`src/rtl/flash_pe_pkg.sv`:
```
package flash_pe_pkg;
  typedef enum logic [1:0] {
    KIND_PROG  = 2'd0,
    KIND_SECT  = 2'd1,
    KIND_BLOCK = 2'd2,
    KIND_CHIP  = 2'd3
  } kind_e;

  typedef enum logic [2:0] {
    SEL_WREN, SEL_RDSR, SEL_PROG, SEL_SECT, SEL_BLOCK, SEL_CHIP
  } sel_e;

  typedef enum logic [1:0] {
    ST_IDLE, ST_WREN, ST_OP, ST_POLL
  } st_e;
endpackage

```
`src/rtl/flash_pe_chunker.sv`:
```
module flash_pe_chunker #(
  parameter int PAGE_BYTES = 256,
  parameter int LEN_W      = 16,
  localparam int PAGE_W    = $clog2(PAGE_BYTES),
  localparam int CNT_W     = PAGE_W + 1
) (
  input  logic [PAGE_W-1:0] page_off,
  input  logic [LEN_W-1:0]  remaining,
  output logic [CNT_W-1:0]  chunk
);
  logic [CNT_W-1:0] room;
  logic             fits;

  always_comb begin
    room  = CNT_W'(PAGE_BYTES) - {1'b0, page_off};
    fits  = remaining < {{(LEN_W-CNT_W){1'b0}}, room};
    chunk = fits ? remaining[CNT_W-1:0] : room;
  end
endmodule

```
`src/rtl/flash_pe_opcode.sv`:
```
module flash_pe_opcode
  import flash_pe_pkg::*;
(
  input  sel_e        sel,
  input  logic        octal,
  output logic [15:0] opcode
);
  logic [7:0] base;

  always_comb begin
    case (sel)
      SEL_WREN:  base = 8'h06;
      SEL_RDSR:  base = 8'h05;
      SEL_PROG:  base = 8'h12;
      SEL_SECT:  base = 8'h21;
      SEL_BLOCK: base = 8'hDC;
      SEL_CHIP:  base = 8'h60;
      default:   base = 8'h00;
    endcase
    // octal set repeats the opcode inverted in the second byte
    opcode = octal ? {base, ~base} : {8'h00, base};
  end
endmodule

```
`src/rtl/flash_pe_engine.sv`:
```
module flash_pe_engine
  import flash_pe_pkg::*;
#(
  parameter int ADDR_W     = 32,
  parameter int LEN_W      = 16,
  parameter int POLL_W     = 16,
  parameter int PAGE_BYTES = 256,
  localparam int PAGE_W    = $clog2(PAGE_BYTES),
  localparam int CNT_W     = PAGE_W + 1
) (
  input  logic              clk,
  input  logic              rst_n,
  input  logic              req_valid,
  input  logic [1:0]        req_kind,
  input  logic [ADDR_W-1:0] req_addr,
  input  logic [LEN_W-1:0]  req_len,
  input  logic              req_octal,
  input  logic [POLL_W-1:0] poll_limit,
  output logic              busy,
  output logic              done,
  output logic              err,
  output logic              cmd_valid,
  output logic [15:0]       cmd_opcode,
  output logic              cmd_wide,
  output logic              cmd_has_addr,
  output logic [ADDR_W-1:0] cmd_addr,
  output logic [CNT_W-1:0]  cmd_nbytes,
  input  logic              cmd_done,
  input  logic [7:0]        cmd_status
);
  st_e               st_q, st_n;
  kind_e             kind_q, kind_n;
  logic [ADDR_W-1:0] addr_q, addr_n;
  logic [LEN_W-1:0]  rem_q, rem_n;
  logic [POLL_W-1:0] poll_q, poll_n, poll_inc;
  logic              oct_q, oct_n;
  logic              done_q, done_n, err_q, err_n;
  logic              dp_en;
  logic [CNT_W-1:0]  chunk;
  logic [LEN_W-1:0]  chunk_len;
  sel_e              sel;

  flash_pe_chunker #(.PAGE_BYTES(PAGE_BYTES), .LEN_W(LEN_W)) u_chunk (
    .page_off (addr_q[PAGE_W-1:0]),
    .remaining(rem_q),
    .chunk    (chunk)
  );

  flash_pe_opcode u_opc (
    .sel   (sel),
    .octal (oct_q),
    .opcode(cmd_opcode)
  );

  assign chunk_len = {{(LEN_W-CNT_W){1'b0}}, chunk};
  assign poll_inc  = poll_q + 1'b1;
  assign dp_en     = (st_q == ST_IDLE) ? req_valid : cmd_done;

  always_comb begin
    st_n   = st_q;
    kind_n = kind_q;
    addr_n = addr_q;
    rem_n  = rem_q;
    oct_n  = oct_q;
    poll_n = poll_q;
    done_n = 1'b0;
    err_n  = 1'b0;
    case (st_q)
      ST_IDLE: if (req_valid) begin
        kind_n = kind_e'(req_kind);
        addr_n = req_addr;
        rem_n  = req_len;
        oct_n  = req_octal;
        if (kind_e'(req_kind) == KIND_PROG && req_len == '0) done_n = 1'b1;
        else                                                 st_n   = ST_WREN;
      end
      ST_WREN: if (cmd_done) st_n = ST_OP;
      ST_OP: if (cmd_done) begin
        st_n   = ST_POLL;
        poll_n = '0;
      end
      ST_POLL: if (cmd_done) begin
        if (cmd_status[0]) begin
          if (poll_inc >= poll_limit) begin
            done_n = 1'b1;
            err_n  = 1'b1;
            st_n   = ST_IDLE;
          end else begin
            poll_n = poll_inc;
          end
        end else if (kind_q == KIND_PROG && rem_q != chunk_len) begin
          addr_n = addr_q + {{(ADDR_W-CNT_W){1'b0}}, chunk};
          rem_n  = rem_q - chunk_len;
          st_n   = ST_WREN;
        end else begin
          done_n = 1'b1;
          st_n   = ST_IDLE;
        end
      end
      default: st_n = ST_IDLE;
    endcase
  end

  always_ff @(posedge clk or negedge rst_n) begin
    if (!rst_n) begin
      st_q   <= ST_IDLE;
      done_q <= 1'b0;
      err_q  <= 1'b0;
      kind_q <= KIND_PROG;
      addr_q <= '0;
      rem_q  <= '0;
      oct_q  <= 1'b0;
      poll_q <= '0;
    end else begin
      st_q   <= st_n;
      done_q <= done_n;
      err_q  <= err_n;
      if (dp_en) begin
        kind_q <= kind_n;
        addr_q <= addr_n;
        rem_q  <= rem_n;
        oct_q  <= oct_n;
        poll_q <= poll_n;
      end
    end
  end

  always_comb begin
    case (st_q)
      ST_WREN: sel = SEL_WREN;
      ST_POLL: sel = SEL_RDSR;
      ST_OP: case (kind_q)
        KIND_PROG:  sel = SEL_PROG;
        KIND_SECT:  sel = SEL_SECT;
        KIND_BLOCK: sel = SEL_BLOCK;
        default:    sel = SEL_CHIP;
      endcase
      default: sel = SEL_WREN;
    endcase
  end

  assign busy         = (st_q != ST_IDLE);
  assign cmd_valid    = busy;
  assign cmd_wide     = busy & oct_q;
  assign cmd_has_addr = (st_q == ST_OP) && (kind_q != KIND_CHIP);
  assign cmd_addr     = cmd_has_addr ? addr_q : '0;
  assign cmd_nbytes   = (st_q == ST_OP && kind_q == KIND_PROG) ? chunk : '0;
  assign done         = done_q;
  assign err          = err_q;

  // record whether the last completed command was a write enable
  logic wren_last;
  always_ff @(posedge clk or negedge rst_n) begin
    if (!rst_n)                     wren_last <= 1'b0;
    else if (cmd_valid && cmd_done) wren_last <= (sel == SEL_WREN);
  end

  AST_PAGE_BOUND: assert property (@(posedge clk) disable iff (!rst_n)
    (cmd_valid && cmd_nbytes != '0) |->
      (({1'b0, cmd_addr[PAGE_W-1:0]} + cmd_nbytes) <= CNT_W'(PAGE_BYTES)));
  AST_WREN_FIRST: assert property (@(posedge clk) disable iff (!rst_n)
    (cmd_valid && sel != SEL_WREN && sel != SEL_RDSR) |-> wren_last);
  AST_ERR_WITH_DONE: assert property (@(posedge clk) disable iff (!rst_n)
    err |-> done);
  AST_DONE_QUIET: assert property (@(posedge clk) disable iff (!rst_n)
    done |-> !cmd_valid);
  AST_IDLE_QUIET: assert property (@(posedge clk) disable iff (!rst_n)
    !busy |-> (!cmd_valid && !cmd_has_addr));
endmodule

```
`config.mk`:
```
export PLATFORM = sky130hd
export DESIGN_NAME = flash_pe_engine
export DESIGN_NICKNAME = d
export VERILOG_FILES = /design/src/rtl/flash_pe_pkg.sv /design/src/rtl/flash_pe_chunker.sv /design/src/rtl/flash_pe_opcode.sv /design/src/rtl/flash_pe_engine.sv
export SDC_FILE = /design/constraint.sdc
export NUM_CORES = 1
export LEC_CHECK = 0
export BUFFER_PORTS_ARGS = -buffer_cell sky130_fd_sc_hd__buf_2
export CORE_AREA = 10 10 131 133
export DETAILED_ROUTE_END_ITERATION = 8
export DIE_AREA = 0 0 141 143
export PLACE_DENSITY = 0.71
export SLEW_MARGIN = 20
export SYNTH_ARGS = -nofsm -noshare
export SYNTH_HDL_FRONTEND = slang
export SYNTH_SLANG_ARGS = --single-unit
```
`constraint.sdc`:
```
create_clock -name clk -period 6.2 [get_ports clk]
set_input_delay 1.55 -clock clk [delete_from_list [all_inputs] [get_ports clk]]
set_output_delay 1.55 -clock clk [all_outputs]
set_load 0.01 [all_outputs]
```
==> run summary <==
routed vias -> 6260
Core ar. -> 0.0144 mm2
Post-Synthesis Cell Area -> 0.00639 mm2
Synth cell types -> 66
Remaining DRCs -> 0
gpl congestion -> 0.879
GRT Overall Usage -> 18.2%
first-pass GRT wire length -> 30500 um
Critical R2R Launch -> addr_q[0]
#FFs+latches synth -> 71
Initial Util -> 44.3%
Layout Cells excl Fill -> 1095
highest clock rate -> 0.198 GHz
Tcrit/Tclk final -> 81.6%
Die Height -> 143 um
final net count -> 1040
Synth area leader -> dfrtp_1
synthesized area per cell -> 8.01 um2
Synth area leaders -> dfrtp_1 (28%), ha_1 (11%), a21oi_1 (4.5%)
Port Buffers -> 134
actual slew at the worst max-slew pin -> 0.999 ns
r2r setup slk -> 1.14 ns
# IOs -> 142
dpl hpwl -> 13500 um
final-report hold violation count -> 0
P per Cell Area -> 566 mW/mm2
Synth Flop Type -> dfrtp_1
layout cells sized above 1 -> 19.8%
WL/cell -> 16.8 um
DIE WIDTH -> 141 um
Worst Reg-to-Reg Cells -> 21
Area Growth Syn to Fin -> 16.7%
DRT Wirelength -> 18400 um
EDFF count, synth -> 0
clk slew on worst S/H paths -> 0.06 ns
# clock sinks -> 71
gr ovfl total -> 0
pin count of the biggest net entering global routing -> 72
data required time at the worst endpoint -> 6.47 ns
Slew headroom -> 33.3%
status -> completed
Ys Warns -> 0
Setup CP Type -> register to register
DRT Pass-1 Iters -> 5
final setup fails -> 0
vias in the first global route -> 6124
post_cts resized -> 0
RSZ-0062 raised after global routing -> false
Worst Setup EP -> addr_q[16]
H-tree depth -> 3
Reg-to-Reg End -> addr_q[16]
Final ANT Viol Nets -> 0
clk buf depth -> 2
crit path launch -> addr_q[0]
DIE AREA -> 0.0202 mm2
worst vdd rail ir drop -> 0.393 mV
CP Capture Type -> register
Syn Inst Count -> 798
clk_lat worst skew -> 0.35 ns
Total Neg Setup Slack -> 0 ns
Synthesized Nets -> 934
max-slew violations -> 0
maxcap violations -> 0
critical path fanouts, max -> 46
first-iteration detailed-routing DRC count -> 478
leakage power -> 3.68 nW
Data arrival, critical path -> 5.34 ns
CTS root buffer -> clkbuf_16
top-area cell type share of the netlist area -> 27.8%
CTS tree -> built
ys async rst share -> 100%
initial antenna violation count -> 3
count leader, synth -> dfrtp_1
Setup crit start kind -> register
post-layout min period -> 5.06 ns
Power Total -> 0.00422 W
Setup Fix Bufs, Post-CTS -> 0
skew final -> 0.00695 ns
cts hold-fix bufs -> 0
Placed Cells -> 1077
register area share after synthesis -> 27.8%
Final WS setup -> 1.14 ns
synth cell count leaders -> dfrtp_1 (71), nand2_1 (62), a21oi_1 (57)
Site Rows -> 44
pre-CTS setup slack -> 1.14 ns
vias per std cell -> 5.72
total CTS buffers -> 9
hold crit path type -> register to register
[state kept, by name, indices dropped and copies added (netlist names)]
name / cells
addr_q: 32
poll_q: 16
rem_q: 16
kind_q: 2
st_q: 2
done: 1
err: 1
oct_q: 1
[worst min path at each step]
stage	from	end	slack, ns	cells past startpoint
after floorplan	rem_q[0]	rem_q[0]	0.46	2
after global placement	rem_q[0]	rem_q[0]	0.48	2
after detailed placement	rem_q[0]	rem_q[0]	0.51	2
after CTS	rem_q[0]	rem_q[0]	0.52	2
after global routing	rem_q[0]	rem_q[0]	0.54	2
final	rem_q[0]	rem_q[0]	0.51	2
[layout make-up]
type,count,area (um2)
Antenna cell,2,5.00
Clock buffer,13,250
Clock inverter,3,42.5
Fill cell,1425,6960
Inverter,53,199
Multi-Input combinational cell,630,4250
Sequential cell,71,1780
Tap cell,184,230
Timing Repair Buffer,139,711
[per-layer routing]
| metal | GRT usage, % | wire length, um |
|---|---|---|
| met1 | 23.0 | 8290 |
| met2 | 29.3 | 8670 |
| met3 | 5.51 | 1160 |
| met4 | 5.16 | 283 |
| met5 | 0 | 13 |
[power breakdown]
group	total, W	switching (W)	internal [W]
Combinational	0.00274	0.00159	0.00115
Sequential	0.000957	0.000288	0.000669
Clock	0.000525	0.000203	0.000322
Total	0.00422	0.00208	0.00214
[worst max-delay path: stages, from the launching register on]
cell and delay (ns):
dfrtp_1 0.47, inv_1 0.11, ha_1 0.27, nand2_1 0.09, xor2_1 0.19, inv_1 0.06
ha_1 0.17, a21o_1 0.17, a21oi_1 0.14, nor2b_1 0.05, o21ai_0 0.14, o2111ai_1 0.12
buf_4 0.22, mux2i_1 0.35, ha_1 0.27, and4_1 0.23, and4_1 0.35, a21boi_4 0.14
nor2_4 0.78, nor2_1 0.20, a41o_1 0.29, a21oi_1 0.13
[cell families (layout without fill, tap and decap cells)]
group                    Yosys count  after routing  synth area share [%]
AND/OR/NAND/NOR                  299            299                  24.5
AO/OA/AOI/OAI                    216            216                  21.6
buffers and inverters             97            208                  6.01
flip-flops                        71             71                  27.8
adder cells (fa/ha/maj)           57             57                  11.4
XOR/XNOR                          29             29                  3.97
multiplexers                      29             29                  4.70
other                              0              2                     0
[per-stage QoR]
step,hold slack [ns],instance area (um2),utilization [%]
5_1_grt,0.543,7460,51.7
4_1_cts,0.520,7450,51.6
3_3_place_gp,0.481,7150,49.6
2_1_floorplan,0.463,6390,-
3_5_place_dp,0.506,7150,49.6
6_report,0.514,7460,51.7
[cells in the final DEF, fill, tap and decap left out, drive strengths merged, types with 11 or more instances in the layout]
cell type	synthesis	layout
and2	36	36
nor2b	12	12
nand4	15	15
xnor2	13	13
ha	55	55
xor2	16	16
dfrtp	71	71
a21oi	57	57
a22oi	13	13
nor3	24	24
inv	53	53
a21o	11	11
mux2i	21	21
o22ai	18	18
o21ai	55	55
nand2	62	62
clkbuf	30	13
buf	14	139
and3	21	21
nand3	33	33
nor2	54	54
Power figures use the tool's default switching activity.
